===== config.mk =====
export PLATFORM = sky130hd
export DESIGN_NAME = pcm_serial_port
export DESIGN_NICKNAME = d
export VERILOG_FILES = /design/src/rtl/pcm_sp_pkg.sv /design/src/rtl/pcm_in_sync.sv /design/src/rtl/pcm_tx_slot.sv /design/src/rtl/pcm_rx_slot.sv /design/src/rtl/pcm_serial_port.sv
export SDC_FILE = /design/constraint.sdc
export NUM_CORES = 1
export LEC_CHECK = 0
export ABC_AREA = 0
export BUFFER_PORTS_ARGS = -buffer_cell sky130_fd_sc_hd__buf_2
export CORE_ASPECT_RATIO = 1.25
export CORE_UTILIZATION = 30
export DETAILED_ROUTE_END_ITERATION = 8
export PLACE_DENSITY = 0.43
export SYNTH_ARGS = -nofsm -noshare
export SYNTH_HDL_FRONTEND = slang
export SYNTH_SLANG_ARGS = --single-unit

===== constraint.sdc =====
create_clock -name clk_i -period 2.39 [get_ports clk_i]
set_input_delay 0.478 -clock clk_i [delete_from_list [all_inputs] [get_ports clk_i]]
set_output_delay 0.478 -clock clk_i [all_outputs]
set_load 0.05 [all_outputs]

===== src/rtl/pcm_sp_pkg.sv =====
package pcm_sp_pkg;

  typedef struct packed {
    logic bclk;
    logic tx_sync;
    logic rx_sync;
    logic rx_data;
  } pcm_pins_t;

  function automatic int unsigned cnt_w(int unsigned n);
    return (n <= 2) ? 1 : $clog2(n);
  endfunction

endpackage


===== src/rtl/pcm_in_sync.sv =====
module pcm_in_sync
  import pcm_sp_pkg::*;
#(
  parameter int unsigned STAGES = 2
) (
  input  logic      clk_i,
  input  logic      rst_ni,
  input  pcm_pins_t d_i,
  output pcm_pins_t q_o
);

  if (STAGES == 0) begin : g_bypass
    assign q_o = d_i;
  end else begin : g_sync
    pcm_pins_t stg_q [STAGES];

    always_ff @(posedge clk_i or negedge rst_ni) begin
      if (!rst_ni) begin
        for (int i = 0; i < int'(STAGES); i++) stg_q[i] <= '0;
      end else begin
        stg_q[0] <= d_i;
        for (int i = 1; i < int'(STAGES); i++) stg_q[i] <= stg_q[i-1];
      end
    end

    assign q_o = stg_q[STAGES-1];
  end

endmodule


===== src/rtl/pcm_tx_slot.sv =====
module pcm_tx_slot
  import pcm_sp_pkg::*;
#(
  parameter int unsigned W = 8
) (
  input  logic         clk_i,
  input  logic         rst_ni,
  input  logic         rise_i,
  input  logic         fall_i,
  input  logic         sync_i,
  input  logic [W-1:0] code_i,
  output logic         data_o,
  output logic         oe_o,
  output logic         slot_n_o,
  output logic         start_o
);

  localparam int unsigned CW = cnt_w(W);
  localparam logic [CW-1:0] LAST = CW'(W - 1);

  logic [W-1:0]  sh_q;
  logic [CW-1:0] cnt_q;
  logic          armed_q, oe_q, data_q, slot_q, start_q;

  always_ff @(posedge clk_i or negedge rst_ni) begin
    if (!rst_ni) begin
      sh_q    <= '0;
      cnt_q   <= '0;
      armed_q <= 1'b0;
      oe_q    <= 1'b0;
      data_q  <= 1'b0;
      slot_q  <= 1'b1;
      start_q <= 1'b0;
    end else begin
      start_q <= 1'b0;
      if (fall_i) begin
        // release after the last bit has been on the pin
        if (oe_q && !armed_q && cnt_q == LAST) begin
          oe_q   <= 1'b0;
          slot_q <= 1'b1;
        end
        if (sync_i) begin
          armed_q <= 1'b1;
          sh_q    <= code_i;
          start_q <= 1'b1;
        end
      end else if (rise_i) begin
        if (armed_q) begin
          armed_q <= 1'b0;
          oe_q    <= 1'b1;
          slot_q  <= 1'b0;
          data_q  <= sh_q[W-1];
          sh_q    <= sh_q << 1;
          cnt_q   <= '0;
        end else if (oe_q && cnt_q != LAST) begin
          data_q <= sh_q[W-1];
          sh_q   <= sh_q << 1;
          cnt_q  <= cnt_q + CW'(1);
        end
      end
    end
  end

  assign data_o   = data_q;
  assign oe_o     = oe_q;
  assign slot_n_o = slot_q;
  assign start_o  = start_q;

endmodule


===== src/rtl/pcm_rx_slot.sv =====
module pcm_rx_slot
  import pcm_sp_pkg::*;
#(
  parameter int unsigned W = 8
) (
  input  logic         clk_i,
  input  logic         rst_ni,
  input  logic         fall_i,
  input  logic         sync_i,
  input  logic         bit_i,
  output logic [W-1:0] code_o,
  output logic         valid_o
);

  localparam int unsigned CW = cnt_w(W);
  localparam logic [CW-1:0] LAST = CW'(W - 1);

  logic [W-1:0]  sh_q, code_q;
  logic [CW-1:0] cnt_q;
  logic          armed_q, active_q, valid_q;

  always_ff @(posedge clk_i or negedge rst_ni) begin
    if (!rst_ni) begin
      sh_q     <= '0;
      code_q   <= '0;
      cnt_q    <= '0;
      armed_q  <= 1'b0;
      active_q <= 1'b0;
      valid_q  <= 1'b0;
    end else begin
      valid_q <= 1'b0;
      if (fall_i) begin
        if (sync_i) begin
          // new frame wins over any partial capture
          armed_q  <= 1'b1;
          active_q <= 1'b0;
        end else if (armed_q) begin
          armed_q  <= 1'b0;
          active_q <= 1'b1;
          sh_q     <= {sh_q[W-2:0], bit_i};
          cnt_q    <= CW'(1);
        end else if (active_q) begin
          sh_q <= {sh_q[W-2:0], bit_i};
          if (cnt_q == LAST) begin
            code_q   <= {sh_q[W-2:0], bit_i};
            valid_q  <= 1'b1;
            active_q <= 1'b0;
          end else begin
            cnt_q <= cnt_q + CW'(1);
          end
        end
      end
    end
  end

  assign code_o  = code_q;
  assign valid_o = valid_q;

endmodule


===== src/rtl/pcm_serial_port.sv =====
module pcm_serial_port
  import pcm_sp_pkg::*;
#(
  parameter int unsigned PCM_W       = 8,
  parameter int unsigned SYNC_STAGES = 2
) (
  input  logic             clk_i,
  input  logic             rst_ni,
  input  logic             bclk_i,
  input  logic             tx_sync_i,
  input  logic [PCM_W-1:0] enc_code_i,
  output logic             enc_start_o,
  output logic             tx_data_o,
  output logic             tx_oe_o,
  output logic             slot_n_o,
  input  logic             rx_sync_i,
  input  logic             rx_data_i,
  output logic [PCM_W-1:0] rx_code_o,
  output logic             rx_valid_o
);

  pcm_pins_t pins_raw, pins_s;
  logic      bclk_q, bclk_rise, bclk_fall;

  assign pins_raw = '{bclk: bclk_i, tx_sync: tx_sync_i,
                      rx_sync: rx_sync_i, rx_data: rx_data_i};

  pcm_in_sync #(.STAGES(SYNC_STAGES)) u_sync (
    .clk_i  (clk_i),
    .rst_ni (rst_ni),
    .d_i    (pins_raw),
    .q_o    (pins_s)
  );

  always_ff @(posedge clk_i or negedge rst_ni) begin
    if (!rst_ni) bclk_q <= 1'b0;
    else         bclk_q <= pins_s.bclk;
  end

  assign bclk_rise = pins_s.bclk & ~bclk_q;
  assign bclk_fall = ~pins_s.bclk & bclk_q;

  pcm_tx_slot #(.W(PCM_W)) u_tx (
    .clk_i    (clk_i),
    .rst_ni   (rst_ni),
    .rise_i   (bclk_rise),
    .fall_i   (bclk_fall),
    .sync_i   (pins_s.tx_sync),
    .code_i   (enc_code_i),
    .data_o   (tx_data_o),
    .oe_o     (tx_oe_o),
    .slot_n_o (slot_n_o),
    .start_o  (enc_start_o)
  );

  pcm_rx_slot #(.W(PCM_W)) u_rx (
    .clk_i   (clk_i),
    .rst_ni  (rst_ni),
    .fall_i  (bclk_fall),
    .sync_i  (pins_s.rx_sync),
    .bit_i   (pins_s.rx_data),
    .code_o  (rx_code_o),
    .valid_o (rx_valid_o)
  );

endmodule


# ---- After elaboration in Yosys (flattened, before gate mapping)
# Index checks and enable logic that the tools add are counted.
# Widths: inputs -> output; s select.
dict set report totals {
  reg_bits 46
  in_bits 14
  elab_cells 90
}
dict set report op_classes {
  n_reduce_logical 16
  addsub 2
  mux 37
  bitwise_logic 7
  eq_ne 6
}
# cell count
set op_table {}
lappend op_table {{$mux 8} 5}
lappend op_table {{$mux 1} 25}
lappend op_table {{$mux 3} 5}
lappend op_table {{$mux 7} 2}
lappend op_table {{$reduce_and 3->1} 4}
lappend op_table {{$reduce_bool 2->1} 4}
lappend op_table {{$add 3x1->3 const B} 2}
lappend op_table {{$eq 3x3->1 const B} 2}
lappend op_table {{$ne 2x1->1 const B} 3}
lappend op_table {{$not 1->1} 5}
lappend op_table {{$reduce_and 5->1} 1}
lappend op_table {{$reduce_and 4->1} 1}
lappend op_table {{$logic_and 1x1->1} 3}
lappend op_table {{$ne 3x3->1 const B} 1}
lappend op_table {{$reduce_bool 3->1} 1}
lappend op_table {{$and 1x1->1} 2}
lappend op_table {{$reduce_and 2->1} 1}
lappend op_table {{$logic_not 1->1} 1}

# ---- Logic depth before layout (Yosys ltp)
# Gate-level depths: netlist (run 1).
dict set report logic_depth {
  depth_word 6
  mapped_depth 7
  ltp_nobuf 5
}

# ---- Modules after synthesis
# From an unflattened synthesis (run 1), not the netlist that was laid out.
dict set report hier_totals {
  cells_unflattened 137
  area_unflattened_um2 1928.1
}
# module cells_per_inst instances area_per_inst_um2
set by_module_without_submodules {}
lappend by_module_without_submodules {pcm_rx_slot 54 1 849.6}
lappend by_module_without_submodules {pcm_tx_slot 68 1 808.3}
lappend by_module_without_submodules {pcm_in_sync 12 1 230.2}
lappend by_module_without_submodules {pcm_serial_port 3 1 40.0}

# ---- Least setup slack after synthesis (run 1)
# Ideal clock, no wire load.
dict set report synth_timing {
  path_kind {register to register}
  start {register u_tx.cnt_q[0]}
  end {register u_tx.sh_q[1]}
  stages_incl_launch_ff 7
  period_less_slack_ns 1.670
  path_buffers 1
  path_slack_ns 0.720
  arrival_time_ns 1.545
  path_cell_list {dfrtp_1 ha_1 ha_1 nor2b_1 o311a_1 buf_6 mux2_4}
}
dict set report synth_via {
  elab_chain_len 4
}
# item line
set synth_lines {}
lappend synth_lines {{start: declaration} pcm_tx_slot.sv:22} ;# logic [CW-1:0] cnt_q;
lappend synth_lines {{start signal: assignment} pcm_tx_slot.sv:58} ;# cnt_q <= cnt_q + CW'(1);
lappend synth_lines {{$ne 3x3->1} pcm_tx_slot.sv:55} ;# end else if (oe_q && cnt_q != LAST) begin
lappend synth_lines {{$logic_and 1x1->1} pcm_tx_slot.sv:55}
lappend synth_lines {{$reduce_bool 3->1 (no source line)} --}
lappend synth_lines {{$reduce_and 3->1 (no source line)} --}
lappend synth_lines {{end signal: assignment} pcm_tx_slot.sv:44} ;# sh_q <= code_i;
lappend synth_lines {{end signal: assignment} pcm_tx_slot.sv:53} ;# sh_q <= sh_q << 1;
lappend synth_lines {{end signal: assignment} pcm_tx_slot.sv:57} ;# sh_q <= sh_q << 1;
lappend synth_lines {{end: declaration} pcm_tx_slot.sv:21} ;# logic [W-1:0] sh_q;
# No other way between the ends.
# A chain may end at the register's enable or synchronous reset.

# ---- Final worst setup path (run 1)
dict set report layout_timing {
  start {register u_sync.g_sync.stg_q (netlist bit u_sync.q_o[3])}
  end {register u_tx.sh_q[6]}
}
dict set report layout_via {
  elab_chain_len 4
}
# item line
set layout_lines {}
lappend layout_lines {{start: declaration} pcm_in_sync.sv:15} ;# pcm_pins_t stg_q [STAGES];
lappend layout_lines {{$not 1->1 (*)} pcm_serial_port.sv:41} ;# assign bclk_fall = ~pins_s.bclk & bclk_q;
lappend layout_lines {{$and 1x1->1 (*)} pcm_serial_port.sv:41}
lappend layout_lines {{net bclk_fall} pcm_serial_port.sv:23} ;# logic bclk_q, bclk_rise, bclk_fall;
lappend layout_lines {{$ne 2x1->1 (no source line) (tied with other cells)} --}
lappend layout_lines {{$reduce_and 3->1 (no source line)} --}
# The timed path passes the listed nets; every way through them passes the cells marked *.

==> out/results.txt, run 1 <==
outcome = complete, no violations
Syn Nets = 151
Slew Limit Fails = 0
Ports = 27
DIE AREA = 6681 um^2
top cell type's share of synthesized area = 0.5906
Diodes inserted = 0
routed len/inst = 12.68 um
num rows = 32
DR vias = 1086
Antenna Nets Post-Route = 0
Final Wtd Congestion = 0.6898
Worst path max stage delay = 520 ps
postcts setup bufs = 0
global-route wire length before repair = 5.492 mm
CTS H-tree depth = 2
DR vias/cell = 4.361
core region area = 6166 um^2
Setup crit start = u_sync.q_o[3]$_DFF_PN0_
cell area after layout = 2243 um^2
P_leak = 0.001105 uW
clk slew on worst S/H paths = 90 ps
cts bufs inserted = 5
total negative slack = 0 ps
Tightest Pin Transition = 568.0 ps
synth top area cells = dfrtp_1, mux2_2, mux2_4, ha_1, nor2b_1
Clock Tree Buf Depth = 2
CP Launch Type = flip-flop
data arrival time of the worst path = 2220 ps
# setup viols final = 0
Clock Latency Late Sink = 300 ps
Die X = 73.31 um
max cap viols = 0
Synth Instances = 131
commonest non-fill, non-tap cell in the layout = dfrtp_1
switching part of the total power = 0.3009
worst clock skew = 4.106 ps
most frequent cells in the layout = dfrtp_1, mux2_2, buf_2, inv_1, mux2_4
Total Routing Usage GR = 0.1083
TritonRoute pass-1 iters = 6
crit end category = flip-flop
Root Driver = clkbuf_8
Setup Crit Path Kind = reg -> reg
RSZ-0062 raised after global routing = false
die height = 91.14 um
Initial Util = 0.3093
area of the mapped netlist = 1907 um^2
internal power = 1444 uW
Starting DRT DRC Count = 46
final net count = 183
Mean Syn Cell Area = 14.56 um^2
initial antenna violation count = 0
worst path cell trace = inv_1 > ha_1 > buf_4 > o311a_1 > mux2_4
Seq/Total Area, Yosys = 0.6043
pin count of the biggest net entering global routing = 25
#FFs+latches synth = 46
Area Growth Syn to Fin = 17.65%
Min Hold Slack = 163.4 ps
Logic pwr share = 0.245
Switch Pwr = 621.2 uW
overall power = 2065 uW
hold buffers post-CTS = 0
VDD IR-drop max = 0.0004663 V
CP max FO = 11
layout cells sized above 1 = 0.4573
PortBufs = 26
min Tclk post-route = 2028 ps
final hold vios = 0
sequential fraction of design power = 0.521
DP Area = 2150 um^2
total power per unit cell area = 920.4 nW/um^2
clk sinks = 46
post-synth cell types = 24
slew margin rel. = 0.6213
Hold Path Class = in -> async
final period utilization = 0.8485
CTS tree = built
clock power share = 0.234
HPWL after detailed placement = 2.290 mm
post-CTS resize count = 0
critical path data required time = 2580 ps
total gr overflow = 0
vias in the first global route = 1160
leading area contributor after synthesis = dfrtp_1
max frequency = 493.1 MHz
synth warn = 0
Total Wirelength = 3.157 mm
Crit-path slowest cell = o311a_1
residual DRC count = 0
reg2reg start = u_sync.q_o[3]$_DFF_PN0_
-- power groups by stage --
stage / Sequential [uW] / Combinational, uW / Clock (uW)
5_1_grt: 1100 / 559 / 550
3_5_place_dp: 1090 / 516 / 0
4_1_cts: 1080 / 517 / 513
2_1_floorplan: 1120 / 341 / 0
6_report: 1080 / 506 / 483
3_3_place_gp: 1090 / 482 / 0
-- synthesized netlist by cell type --
cell	count
or4_1	1
nor2b_1	5
nor3_4	1
inv_1	7
buf_6	1
nor2_1	2
buf_2	2
nor2_2	1
a21bo_2	2
dfrtp_1	45
o21bai_1	1
nand4_1	2
mux2_2	27
a21oi_1	2
o311a_1	1
ha_1	6
o31ai_1	2
dfstp_2	1
nand2b_1	3
nand2_1	5
and2_1	1
o21ai_0	5
mux2i_1	1
mux2_4	7
-- registers in the layout, summed over array words and instances, names as in the netlist --
name	cells
u_tx.sh_q	8
u_rx.armed_q	1
u_tx.cnt_q	3
u_rx.active_q	1
u_tx.start_o	1
u_rx.code_o	8
u_rx.sh_q	7
u_sync.q_o	4
u_rx.valid_o	1
u_sync.g_sync.stg_q	4
bclk_q	1
u_tx.armed_q	1
u_rx.cnt_q	3
u_tx.slot_n_o	1
u_tx.oe_o	1
u_tx.data_o	1
-- critical path, delay by kind of cell (launching register included) --
| kind | cells | cell delay (ps) |
|---|---|---|
| AOI/OAI and AO/OA | 1 | 520 |
| buffers and inverters | 2 | 310 |
| DFF | 1 | 400 |
| muxes | 1 | 350 |
| adders and majority gates | 1 | 340 |
-- per-layer routing --
layer | GRT usage | up-vias | part of all wire
met5 | 0 | - | 0
met4 | 0.04487 | 0 | 0.020
met3 | 0.03552 | 5 | 0.046
met2 | 0.1744 | 22 | 0.51
met1 | 0.1313 | 539 | 0.42
li1 | - | 520 | -
-- kinds of logic after synthesis --
family / after synthesis / synth area share
adders and majority gates: 6 / 0.03937
muxes: 35 / 0.2198
and+or+nand+nor: 21 / 0.06563
DFF: 46 / 0.6043
buffers and inverters: 10 / 0.02494
AOI/OAI and AO/OA: 13 / 0.04593
-- final timing paths --
| path | endpoint | slack, ps | cells past startpoint |
|---|---|---|---|
| setup / recovery | u_tx.sh_q[6]$_DFFE_PN0P_ | 360 | 5 |
| hold / removal | u_rx.code_o[5]$_DFFE_PN0P_ | 160 | 1 |
| setup reg to reg | u_tx.sh_q[6]$_DFFE_PN0P_ | 360 | 5 |
| hold reg to reg | u_sync.q_o[2]$_DFF_PN0_ | 350 | 0 |
| max in group asynchronous | u_tx.slot_n_o$_DFFE_PN1P_ | 1640 | 2 |
| min in group clk_i | u_sync.g_sync.stg_q[6]$_DFF_PN0_ | 280 | 1 |
-- stage by stage --
stage	worst slack, ps	cells	utilization
final	362.0	249	0.3638
after global routing	231.2	249	0.3638
after CTS	344.1	249	0.3638
after detailed placement	356.4	241	0.3486
after global placement	404.6	241	0.3486
after floorplan	719.6	131	-
-- layout make-up --
class                      instances  area [um^2]
timing repair buffer              28        157.7
inverter                           7        26.28
sequential                        46         1152
tap                               85        106.4
clock inverter                     3        25.02
multi-input combinational         75        706.9
fill                             615         3923
clock buffer                       5        68.82
(Power assumes the default switching activity.)
==> run 2, diff against run 1 <==
PLACE_DENSITY = 0.45   (was 0.43)
clock period = 1.75 ns   (was 2.39 ns; I/O delays follow)
==> run 2 against run 1 <==
  * Sequential power grew 36%
  * Hold slack lost 160 ps
  * Highest routed layer unchanged
  * Largest power group unchanged
  * Non-clock buffer count grew 7
  * Global-route usage shrank 0.15 points
==> out/results.txt, run 2 (synthesis results as in run 1) <==
outcome = complete, no violations
worst clock skew = 7.887 ps (+3.781 ps)
Setup Crit Path Kind = reg -> reg
Util after Layout = 0.3778 (+0.01400)
P_leak = 0.001151 uW (+4.2%)
Die X = 73.31 um (unchanged)
VDD IR-drop max = 0.0006858 V (+47%)
total power per unit cell area = 1211 nW/um^2 (+32%)
total negative slack = 0 ps (unchanged)
cts bufs inserted = 5 (unchanged)
CP Launch Type = flip-flop
Total Routing Usage GR = 0.1069 (-0.001466)
CP max FO = 8 (-3)
Clock Tree Buf Depth = 2 (unchanged)
placed cells = 246 (+2.1%)
cell area after layout = 2330 um^2 (+3.8%)
R2R cell count = 6 (+1)
final hold vios = 0 (unchanged)
residual DRC count = 0 (unchanged)
DR vias = 1122 (+3.3%)
layout cells sized above 1 = 0.4941 (+0.03680)
global-route wire length before repair = 5.361 mm (-2.4%)
clk sinks = 46 (unchanged)
R2R Setup Slk = 50 ps (-310 ps)
routed len/inst = 12.27 um (-3.2%)
Min Hold Slack = 3.886 ps (-159.5 ps)
data arrival time of the worst path = 1870 ps (-350 ps)
reg2reg start = u_tx.cnt_q[0]$_DFFE_PN0P_
hold buffers post-CTS = 0 (unchanged)
max frequency = 588.9 MHz (+19%)
min Tclk post-route = 1698 ps (-330.1 ps)
Tightest Pin Transition = 489.4 ps (-78.62 ps)
most frequent cells in the layout = dfrtp_1, mux2_2, buf_2, inv_1, mux2_4
num rows = 32 (unchanged)
core region area = 6166 um^2 (unchanged)
HPWL after detailed placement = 2.240 mm (-2.2%)
pin count of the biggest net entering global routing = 28 (+12%)
crit end category = flip-flop
CTS H-tree depth = 2 (unchanged)
Antenna Nets Post-Route = 0 (unchanged)
DP Area = 2200 um^2 (+2.3%)
critical path data required time = 1920 ps (-660 ps)
Final Wtd Congestion = 0.7156 (+3.7%)
Starting DRT DRC Count = 36 (-22%)
vias in the first global route = 1165 (+0.43%)
final net count = 190 (+3.8%)
Total Wirelength = 3.129 mm (-0.89%)
total gr overflow = 0 (unchanged)
Initial Util = 0.3093 (unchanged)
Setup crit start = u_tx.cnt_q[0]$_DFFE_PN0P_
die height = 91.14 um (unchanged)
Slew Limit Fails = 0 (unchanged)
DIE AREA = 6681 um^2 (unchanged)
# setup viols final = 0 (unchanged)
initial antenna violation count = 0 (unchanged)
TritonRoute pass-1 iters = 4 (-2)
Diodes inserted = 0 (unchanged)
PortBufs = 26 (unchanged)
CTS tree = built
commonest non-fill, non-tap cell in the layout = dfrtp_1
clk slew on worst S/H paths = 80 ps (about the same)
Clock Latency Late Sink = 290 ps (about the same)
fin cells = 255 (+2.4%)
Root Driver = clkbuf_8
max cap viols = 0 (unchanged)
DR vias/cell = 4.400 (+0.88%)
Ports = 27 (unchanged)
final period utilization = 0.9703 (+0.1217)
slew margin rel. = 0.6737 (+0.05241)
Area Growth Syn to Fin = 22.18%
Hold Path Class = in -> async
==> run 2: cell count changes in the layout (fill, tap and decap cells not counted), moves of 2 or more <==
cell      previous run  this run
buf_4                1         4
buf_12               1         3
clkinv_2             0         2
buf_6                0         2
==> run 2: layer usage <==
layer	vias to the layer above	wire length (um)	global-route usage
met4	0	54	0.05288
li1	534	-	-
met5	-	0	0
met2	20	1625	0.1736
met3	4	118	0.03108
met1	564	1331	0.1269
==> run 2: power breakdown <==
part           leakage [uW]  total [uW]  switching [uW]  internal, uW
sequential         0.000580        1470             164          1300
combinational      0.000526         754             321           434
clock             0.0000438         600             332           268
total               0.00115        2820             816          2010
==> run 2: layout make-up <==
type / instances / area (um^2)
Clock buffer: 5 / 68.82
Multi-Input combinational cell: 75 / 723.2
Tap cell: 85 / 106.4
Clock inverter: 2 / 10.01
Fill cell: 627 / 3836
Sequential cell: 46 / 1152
Inverter: 7 / 26.28
Timing Repair Buffer: 35 / 242.7
==> run 2: path summary, 6_finish.rpt <==
kind                                                     to
max                                u_tx.sh_q[2]$_DFFE_PN0P_
min                               u_rx.cnt_q[0]$_DFFE_PN0P_
max reg2reg                        u_tx.sh_q[2]$_DFFE_PN0P_
min reg2reg                         u_sync.q_o[1]$_DFF_PN0_
max in group asynchronous          u_tx.sh_q[4]$_DFFE_PN0P_
min in group clk_i         u_sync.g_sync.stg_q[4]$_DFF_PN0_
==> run 2: repair_timing <==
| item | CTS | global route |
|---|---|---|
| buffers inserted | 0 | 2 |
| setup endpoints to repair | 0 | 19 |
| gates resized for setup | 0 | 6 |
==> run 2: metrics by stage <==
step / setup slack, ps / total power, uW
global route: -7.302 / 3019
floorplan: 79.58 / 1994
detailed placement: 24.44 / 2217
global placement: 19.23 / 2175
finish: 52.05 / 2822
CTS: 9.546 / 2841
==> run 2: worst max-delay path: stages, from the launching register on <==
cell,delay [ps]
dfrtp_1,390
ha_1,200
ha_1,210
nor2b_2,170
o311a_4,190
buf_12,130
mux2_4,300
